### src/rtl/irq_pkg.sv
package irq_pkg;

    localparam int LVL_W     = 4;
    localparam int LEVELS    = 1 << LVL_W;
    localparam int DATA_W    = 16;
    localparam int VEC_SH    = 2;
    localparam int F_PEND    = 0;
    localparam int F_EN      = 1;
    localparam int F_LVL_LSB = 4;

    typedef struct packed {
        logic [LVL_W-1:0] lvl;
        logic             en;
        logic             pend;
    } node_ctrl_t;

    function automatic logic [DATA_W-1:0] pack_ctrl(node_ctrl_t c);
        logic [DATA_W-1:0] w;
        w = '0;
        w[F_PEND] = c.pend;
        w[F_EN]   = c.en;
        w[F_LVL_LSB +: LVL_W] = c.lvl;
        return w;
    endfunction

endpackage

### src/rtl/irq_node_bank.sv
module irq_node_bank
    import irq_pkg::*;
#(
    parameter int N_NODES = 8,
    localparam int IDX_W  = $clog2(N_NODES)
) (
    input  logic                         clk,
    input  logic                         rst,
    input  logic [N_NODES-1:0]           hw_req,
    input  logic                         wr_en,
    input  logic [IDX_W-1:0]             wr_idx,
    input  logic [DATA_W-1:0]            wdata,
    input  logic                         clr_en,
    input  logic [IDX_W-1:0]             clr_idx,
    output node_ctrl_t [N_NODES-1:0]     nodes
);

    for (genvar g = 0; g < N_NODES; g++) begin : g_node
        logic hit_wr;
        logic hit_clr;
        logic pend_base;

        assign hit_wr  = wr_en  && (wr_idx  == IDX_W'(g));
        assign hit_clr = clr_en && (clr_idx == IDX_W'(g));

        always_comb begin
            if (hit_clr)
                pend_base = 1'b0;
            else if (hit_wr)
                pend_base = wdata[F_PEND];
            else
                pend_base = nodes[g].pend;
        end

        always_ff @(posedge clk) begin
            if (rst) begin
                nodes[g] <= '0;
            end else begin
                if (hit_wr) begin
                    nodes[g].en  <= wdata[F_EN];
                    nodes[g].lvl <= wdata[F_LVL_LSB +: LVL_W];
                end
                nodes[g].pend <= hw_req[g] | pend_base;
            end
        end
    end

endmodule

### src/rtl/irq_arbiter.sv
module irq_arbiter
    import irq_pkg::*;
#(
    parameter int N_NODES = 8,
    localparam int IDX_W  = $clog2(N_NODES)
) (
    input  node_ctrl_t [N_NODES-1:0] nodes,
    output logic                     found,
    output logic [IDX_W-1:0]         win_idx,
    output logic [LVL_W-1:0]         win_lvl
);

    always_comb begin
        found   = 1'b0;
        win_idx = '0;
        win_lvl = '0;
        for (int i = 0; i < N_NODES; i++) begin
            if (nodes[i].pend && nodes[i].en && (nodes[i].lvl > win_lvl)) begin
                found   = 1'b1;
                win_idx = IDX_W'(i);
                win_lvl = nodes[i].lvl;
            end
        end
    end

endmodule

### src/rtl/irq_level_stack.sv
module irq_level_stack
    import irq_pkg::*;
#(
    parameter int DEPTH    = LEVELS,
    localparam int PTR_W   = $clog2(DEPTH),
    localparam int CNT_W   = $clog2(DEPTH + 1)
) (
    input  logic              clk,
    input  logic              rst,
    input  logic              push,
    input  logic [LVL_W-1:0]  push_lvl,
    input  logic              pop,
    output logic [LVL_W-1:0]  cur_lvl,
    output logic [CNT_W-1:0]  depth
);

    logic [LVL_W-1:0] mem [DEPTH];
    logic             do_push;
    logic             do_pop;
    logic [CNT_W-1:0] depth_dec;

    assign do_pop    = pop && (depth != '0);
    assign do_push   = push && !pop && (depth != CNT_W'(DEPTH));
    assign depth_dec = depth - CNT_W'(1);

    always_ff @(posedge clk) begin
        if (do_push)
            mem[depth[PTR_W-1:0]] <= cur_lvl;
    end

    always_ff @(posedge clk) begin
        if (rst) begin
            cur_lvl <= '0;
            depth   <= '0;
        end else if (do_pop) begin
            cur_lvl <= mem[depth_dec[PTR_W-1:0]];
            depth   <= depth_dec;
        end else if (do_push) begin
            cur_lvl <= push_lvl;
            depth   <= depth + CNT_W'(1);
        end
    end

endmodule

### src/rtl/nested_irq_ctrl.sv
module nested_irq_ctrl
    import irq_pkg::*;
#(
    parameter int N_NODES  = 8,
    localparam int IDX_W   = $clog2(N_NODES),
    localparam int ADDR_W  = IDX_W + 1,
    localparam int CNT_W   = $clog2(LEVELS + 1)
) (
    input  logic                 clk,
    input  logic                 rst,
    input  logic [N_NODES-1:0]   hw_req,
    input  logic                 reg_we,
    input  logic [ADDR_W-1:0]    reg_addr,
    input  logic [DATA_W-1:0]    reg_wdata,
    output logic [DATA_W-1:0]    reg_rdata,
    input  logic                 irq_ack,
    input  logic                 irq_ret,
    output logic                 irq_valid,
    output logic [IDX_W-1:0]     irq_node,
    output logic [LVL_W-1:0]     irq_level,
    output logic [DATA_W-1:0]    irq_vector,
    output logic [LVL_W-1:0]     cur_level
);

    node_ctrl_t [N_NODES-1:0] nodes;
    logic [DATA_W-1:0]        base_q;
    logic                     sel_base;
    logic                     found;
    logic                     take;
    logic [N_NODES-1:0]       pend_flags;
    logic [CNT_W-1:0]         stack_depth;

    assign sel_base = reg_addr[ADDR_W-1];
    assign take     = irq_ack && irq_valid && !irq_ret;

    always_ff @(posedge clk) begin
        if (rst)
            base_q <= '0;
        else if (reg_we && sel_base)
            base_q <= reg_wdata;
    end

    irq_node_bank #(.N_NODES(N_NODES)) u_bank (
        .clk     (clk),
        .rst     (rst),
        .hw_req  (hw_req),
        .wr_en   (reg_we && !sel_base),
        .wr_idx  (reg_addr[IDX_W-1:0]),
        .wdata   (reg_wdata),
        .clr_en  (take),
        .clr_idx (irq_node),
        .nodes   (nodes)
    );

    irq_arbiter #(.N_NODES(N_NODES)) u_arb (
        .nodes   (nodes),
        .found   (found),
        .win_idx (irq_node),
        .win_lvl (irq_level)
    );

    irq_level_stack #(.DEPTH(LEVELS)) u_stack (
        .clk      (clk),
        .rst      (rst),
        .push     (take),
        .push_lvl (irq_level),
        .pop      (irq_ret),
        .cur_lvl  (cur_level),
        .depth    (stack_depth)
    );

    assign irq_valid  = found && (irq_level > cur_level);
    assign irq_vector = base_q + (DATA_W'(irq_node) << VEC_SH);

    for (genvar g = 0; g < N_NODES; g++) begin : g_flags
        assign pend_flags[g] = nodes[g].pend;
    end

    always_comb begin
        if (sel_base)
            reg_rdata = base_q;
        else
            reg_rdata = pack_ctrl(nodes[reg_addr[IDX_W-1:0]]);
    end

endmodule

### config.mk
export PLATFORM = sky130hd
export DESIGN_NAME = nested_irq_ctrl
export DESIGN_NICKNAME = d
export VERILOG_FILES = /design/src/rtl/irq_pkg.sv /design/src/rtl/irq_node_bank.sv /design/src/rtl/irq_arbiter.sv /design/src/rtl/irq_level_stack.sv /design/src/rtl/nested_irq_ctrl.sv
export SDC_FILE = /design/constraint.sdc
export NUM_CORES = 1
export LEC_CHECK = 0
export ABC_AREA = 1
export BUFFER_PORTS_ARGS = -buffer_cell sky130_fd_sc_hd__clkbuf_2
export CAP_MARGIN = 20
export CORE_AREA = 2 2 114 116
export DETAILED_ROUTE_END_ITERATION = 7
export DIE_AREA = 0 0 116 118
export GPL_ROUTABILITY_DRIVEN = 0
export PLACE_DENSITY = 0.85
export SYNTH_ARGS = -nofsm -noshare
export SYNTH_HDL_FRONTEND = slang
export SYNTH_SLANG_ARGS = --single-unit
### constraint.sdc
create_clock -name clk -period 19.78 [get_ports clk]
set_input_delay 3.956 -clock clk [delete_from_list [all_inputs] [get_ports clk]]
set_output_delay 3.956 -clock clk [all_outputs]
set_load 0.03 [all_outputs]
---- Yosys cells after proc, flatten, opt, wreduce, memory -nomap -nowiden ----
Memories as Yosys holds them, arrays and structs flattened.
Cells that the tools add are included.
operators by class
  eq/ne operators ......................... 15
  multiplexer cells ....................... 48
  magnitude comparators ................... 10
  bitwise gates (word level) .............. 8
  add/sub/neg operators ................... 3
  reductions and logical operators ........ 46
operators with widths
  operator             number
  $logic_and 1x1->1    40
  $mux 4               10
  $gt 4x4->1           8
  $mux 1               27
  $eq 3x3->1 const B   8
  $bmux 6 s3           1
  $add 16x5->16        1
  $mux 16              1
  $eq 3x2->1 const B   4
  $mux 3               4
  $mux 5               2
  $or 1x1->1           8
  $eq 3x1->1 const B   2
  $logic_not 3->1      2
  $mux 6               1
  $add 5x1->5 const B  1
  $ne 5x5->1 const B   1
  $reduce_bool 5->1    1
  $sub 5x1->5 const B  1
  $gt 4x1->1 const B   1
  $lt 3x4->1 const B   1
  $mux 2               2
  $logic_not 1->1      2
  $reduce_bool 2->1    1
word-level totals
  output and inout port bits .............. 44
  memories kept ........................... 1
  flip-flop bits (word level) ............. 73
  RAM bits ................................ 64
  logic and storage cells ................. 158
memories
  memory       depth  bits a word  read ports  clocked after memory_dff  write ports  line                   text
  u_stack.mem  16     4            1           0                         1            irq_level_stack.sv:17  logic [LVL_W-1:0] mem [DEPTH];

---- Logic depth before layout (Yosys ltp) ----
  word-level depth ........................ 32
  mapped depth ............................ 74
  depth with buffers taken out ............ 73

---- Cells and area by module ----
A second synthesis with hierarchy kept.
unflattened totals
  cell total of the unflattened synthesis .. 1209
  area total of the unflattened synthesis .. 8762.2 µm²
modules (own cells, without submodules)
  module           instances  area an instance (µm²)  cells an instance
  irq_level_stack  1          3399.5                  356
  irq_node_bank    1          2077.0                  273
  nested_irq_ctrl  1          1809.2                  336
  irq_arbiter      1          1476.4                  244

---- Least setup slack after synthesis ----
OpenSTA, ideal clock, no wires.
  kind .................................... reg-to-output
  from .................................... register u_bank.nodes[4] (netlist name)
  to ...................................... output irq_vector[14]
  path slack .............................. 6.611 ns
  data arrival time ....................... 9.213 ns
  stages on the path, launching flop included .. 73
  cells stage by stage .................... dfxtp_1 > inv_2 > nand3_2 > nand2_1 > inv_1 > nand2_1 > ha_1 > nand2_1 > nor2_2 > nor2_4 > nand2_4 > nand2_1 > o21ai_0 > ha_1 > inv_1 > o21bai_1 > nand4_1 > nand2_2 > (+37 left out) > ha_1 > nand2_1 > nor2_1 > a211oi_1 > nand2_1 > buf_2 > nand2_2 > ha_1 > inv_1 > fa_1 > nor2_1 > o21ai_0 > nor3_1 > nand2_1 > nor2_1 > nand3_1 > nor2_1 > xor2_1
on the way
  longest elaborated chain between the ends .. 25
RTL lines
  what               line                   text
  $gt 4x1->1         irq_arbiter.sv:18      if (nodes[i].pend && nodes[i].en && (nodes[i].lvl > win_lvl)) begin
  $logic_and 1x1->1  irq_arbiter.sv:18
  $mux 4 (*)         irq_arbiter.sv:18
  $gt 4x4->1         irq_arbiter.sv:18
  $logic_and 1x1->1  irq_arbiter.sv:18
  $mux 4             irq_arbiter.sv:18
  $gt 4x4->1         irq_arbiter.sv:18
  $logic_and 1x1->1  irq_arbiter.sv:18
  (+10 left out)     --
  $gt 4x4->1         irq_arbiter.sv:18
  $logic_and 1x1->1  irq_arbiter.sv:18
  $mux 4             irq_arbiter.sv:18
  $gt 4x4->1         irq_arbiter.sv:18
  $logic_and 1x1->1  irq_arbiter.sv:18
  $mux 3 (*)         irq_arbiter.sv:18
  net irq_node[0]    nested_irq_ctrl.sv:19  output logic [IDX_W-1:0] irq_node,
  $add 16x5->16 (*)  nested_irq_ctrl.sv:73  assign irq_vector = base_q + (DATA_W'(irq_node) << VEC_SH);
  end: declaration   nested_irq_ctrl.sv:21  output logic [DATA_W-1:0] irq_vector,
The timed path passes the listed nets; every way through them passes the cells marked *.

---- Worst setup path in the final report ----
  from .................................... register u_bank.nodes[3] (netlist name)
  to ...................................... output irq_vector[14]
on the way
  longest elaborated chain between the ends .. 25
RTL lines
  what               line
  $gt 4x1->1         irq_arbiter.sv:18
  $logic_and 1x1->1  irq_arbiter.sv:18
  $mux 4 (*)         irq_arbiter.sv:18
  $gt 4x4->1         irq_arbiter.sv:18
  $logic_and 1x1->1  irq_arbiter.sv:18
  $mux 4             irq_arbiter.sv:18
  $gt 4x4->1         irq_arbiter.sv:18
  $logic_and 1x1->1  irq_arbiter.sv:18
  (+9 left out)      --
  $mux 4             irq_arbiter.sv:18
  $gt 4x4->1         irq_arbiter.sv:18
  $logic_and 1x1->1  irq_arbiter.sv:18
  $mux 4             irq_arbiter.sv:18
  $gt 4x4->1         irq_arbiter.sv:18
  $logic_and 1x1->1  irq_arbiter.sv:18
  $mux 3 (*)         irq_arbiter.sv:18
  $add 16x5->16 (*)  nested_irq_ctrl.sv:73
Mark *: on every way between the ends. The rest lies on a longest branch, timed or not.

==> impl_metrics.tcl <==
set metrics [dict create \
    htree_levels 4 \
    synth.yosys.warnings 0 \
    number_of_global_route_vias_before_repair 6793 \
    worst_ep_arrival_time_ns 10.50 \
    largest_net_degree_at_the_start_of_global_routing 53 \
    syn2layout_area_growth_pct 13.50 \
    totalWireLength_um 21360 \
    slew_viol_final 0 \
    cts_root_buf "sky130_fd_sc_hd__clkbuf_16" \
    clock-sinks 137 \
    route.layer.met1.wl_um 8774 \
    synth_cells 1000 \
    grt_pass1_wl_um 34160 \
    numPortBuffers 76 \
    post_cts_resize_count 0 \
    synth.avg_cell_area_um2 7.926 \
    postLayoutCellArea_um2 8996 \
    worst_slew_margin_rel_pct 34.63 \
    hold_buffers 0 \
    critical_path.max_fanout 13 \
    met3_wirelength_um 2627 \
    globalRouteTotalUtil_pct 32.11 \
    dominantRegCellSynth "sky130_fd_sc_hd__dfxtp_1" \
    fin_worst_hold_slack_ns 0.5002 \
    dpl_cell_area_um2 8353 \
    criticalPathCategory "reg -> out" \
    run_status "finished, final reports clean" \
    power.density_cell_area_nw_per_um2 113.8 \
    tritoncts_clock_tree "done" \
    synth_edf_count 64 \
    critical_path.startpoint_type "flip-flop" \
    final_period_minus_worst_setup_slack_ns 14.46 \
    async_reset_ff_share_pct 0 \
    timing.critical_path.slowest_stage_cell "sky130_fd_sc_hd__dfxtp_1" \
    maxClockFrequency_ghz 0.06915 \
    filler_cells_inserted 968 \
    synthesis_stage_register_bit_count 137 \
    ctsLongestPathBuffers 2 \
    end_kind "output port" \
    ant_nets 0 \
    reg2reg_setup_slack_ns 9.06 \
    unrepaired_setup_endpoints_after_global_routing "false" \
    vias_per_cell 5.907 \
    worst_pin_slew_ns 0.9745 \
    power_leakage_nw 4.012 \
    critical_path.most_common_cell "sky130_fd_sc_hd__nand2_1" \
    synthesis.area_um2 7926 \
    critPathRequiredTime_ns 15.82 \
    cts_clock_pin_slew_for_the_worst_setup_and_hold_paths_ns 0.06 \
    post_synthesis_net_count 1069 \
    top_level_ports 77 \
    antenna-diode-count 0 \
    fp.dieW_um 116 \
    drc 0 \
    netlist-cell-type-count 45 \
    cts_inserted_buffers 17 \
    met2_length_um 9415 \
    irDropWorstVdd_mv 0.06600 \
    average_routed_wire_per_standard_cell_um 17.19 \
    synth_seq_area_share_pct 42.68 \
    post-dp-hpwl_um 14810 \
    number_of_antenna_violations_at_the_first_check_in_global_routing 0 \
    instances_no_fill 1243 \
    numPlacedInstances 1211 \
    globalRoute.totalOverflow 0 \
    hp-class "reg -> reg" \
    fp.dieH_um 118 \
    initialDrtViolationCount 902 \
    detail_route.first_pass.iterations 8 \
    fin_setup_tns_ns 0 \
    setup_violations 0 \
    max_stage_delay_ns 0.39 \
    worstSkewPairLatency_ns 0.42 \
    finalClockSkew_ns 0.008767 \
    highest_signal_layer_in_the_routed_design "met4" \
    die_area_um2 13690 \
    floorplan.initialDensity_pct 63.85 \
    total_number_of_placement_rows 41 \
    max-cap-violations 0 \
    post_route_cells_drive_above_1_share_pct 15.50 \
    fin_nets 1127 \
    dr_total_vias 7342 \
    coreArea_um2 12410 \
    period_share_pct 73.11 \
    timing_hold_violations_final 0 \
    cts_setup_buffers 0 \
    design_power_total_mw 1.023 \
]
-- where the power goes --
group / switching, mW / internal [mW]
combinational: 0.224 / 0.0958
sequential: 0.0320 / 0.327
clock: 0.119 / 0.226
total: 0.375 / 0.648
-- stage by stage --
stage,utilization (%),worst slack (ns)
6_report,72.47,5.320
2_1_floorplan,-,6.611
5_1_grt,72.47,4.289
4_1_cts,72.47,5.358
3_5_place_dp,67.28,5.834
3_3_place_gp,67.28,6.276
-- cells in the final DEF (no fill, tap or decap), drive strengths merged, types with 4 or more instances in the layout --
cell,count
nand3,60
ha,35
o21ai,125
clkinv,8
xor2,13
o22ai,24
nor2,156
a221oi,6
nand4,10
nand2,148
edfxtp,64
and2,6
o221ai,5
nor3,16
a21oi,52
a22oi,4
clkbuf,95
inv,128
o21bai,11
bufinv,5
dfxtp,73
o211ai,4
-- worst max-delay path: cells and delay by family, from the launching register on --
| family | cells | cell delay, ns |
|---|---|---|
| and+or+nand+nor | 40 | 4.59 |
| adders and majority gates | 9 | 2.70 |
| AOI/OAI and AO/OA | 12 | 1.58 |
| buffers and inverters | 9 | 0.64 |
| DFF | 1 | 0.39 |
| xor gates and xnor gates | 1 | 0.16 |
-- layer usage --
layer | global-route usage [%] | vias to the layer above
met5 | 0 | -
met4 | 10.42 | 0
met3 | 10.30 | 65
met2 | 47.40 | 454
met1 | 44.74 | 3348
li1 | - | 3475
-- layout make-up --
type                            instances  area (µm²)  share of cell area, %
Multi-Input combinational cell        693        3867                  42.99
Sequential cell                       137        3383                  37.61
Inverter                              131       491.7                  5.466
Clock buffer                           19       442.9                  4.924
Timing Repair Buffer                   78       395.4                  4.395
Tap cell                              172       215.2                  2.392
Clock inverter                         13       200.2                  2.225
-- final timing paths --
kind / start / endpoint / depth (start not counted)
worst max-delay path: u_bank.nodes[3] / irq_vector[14] / 71
worst min-delay path: u_bank.nodes[19] / u_bank.nodes[19] / 2
worst max register to register: u_bank.nodes[3] / u_stack.mem[9][0] / 68
worst min register to register: u_bank.nodes[19] / u_bank.nodes[19] / 2
-- state kept, by name (all words and copies together) (netlist names) --
signal,count
u_stack.cur_lvl,4
u_stack.mem,64
base_q,16
u_stack.depth,5
u_bank.nodes,48
-- kinds of logic after synthesis --
| kind of cell | Yosys count | share of synthesized area [%] |
|---|---|---|
| buf+inv | 170 | 8.524 |
| fa+ha+maj | 36 | 5.777 |
| flops | 137 | 42.68 |
| compound gates | 241 | 17.14 |
| xor+xnor | 16 | 1.768 |
| simple gates | 400 | 24.10 |
-- Yosys cell counts, types with 2 or more instances --
master	instances	area share, %
sky130_fd_sc_hd__nand2_4	10	1.4
sky130_fd_sc_hd__buf_4	3	0.28
sky130_fd_sc_hd__nand4_1	9	0.71
sky130_fd_sc_hd__ha_1	35	5.5
sky130_fd_sc_hd__or2_2	2	0.16
sky130_fd_sc_hd__o211ai_1	4	0.38
sky130_fd_sc_hd__nor2_1	142	6.7
sky130_fd_sc_hd__nor2_4	7	0.99
sky130_fd_sc_hd__buf_6	3	0.43
sky130_fd_sc_hd__xor2_1	13	1.4
sky130_fd_sc_hd__a22oi_1	4	0.38
sky130_fd_sc_hd__nand3_2	14	1.8
sky130_fd_sc_hd__nand3_1	46	2.9
sky130_fd_sc_hd__o21bai_1	10	0.95
sky130_fd_sc_hd__nor3_1	16	1.0
sky130_fd_sc_hd__xnor2_1	3	0.33
sky130_fd_sc_hd__inv_1	125	5.9
sky130_fd_sc_hd__a221oi_1	6	0.66
sky130_fd_sc_hd__inv_2	3	0.14
sky130_fd_sc_hd__o21a_1	2	0.19
sky130_fd_sc_hd__buf_2	3	0.19
sky130_fd_sc_hd__nand2_2	13	1.0
sky130_fd_sc_hd__a22o_1	2	0.22
sky130_fd_sc_hd__o221ai_1	5	0.55
sky130_fd_sc_hd__clkbuf_1	29	1.4
sky130_fd_sc_hd__clkinv_1	3	0.14
sky130_fd_sc_hd__edfxtp_1	64	24
sky130_fd_sc_hd__and2_1	6	0.47
sky130_fd_sc_hd__dfxtp_1	73	18
sky130_fd_sc_hd__nor2_2	7	0.55
sky130_fd_sc_hd__o311ai_0	2	0.22
sky130_fd_sc_hd__o22ai_1	24	1.9
sky130_fd_sc_hd__o21ai_0	125	7.9
sky130_fd_sc_hd__nand2_1	125	5.9
sky130_fd_sc_hd__a21oi_1	52	3.3
Power figures use the tool's default switching activity.
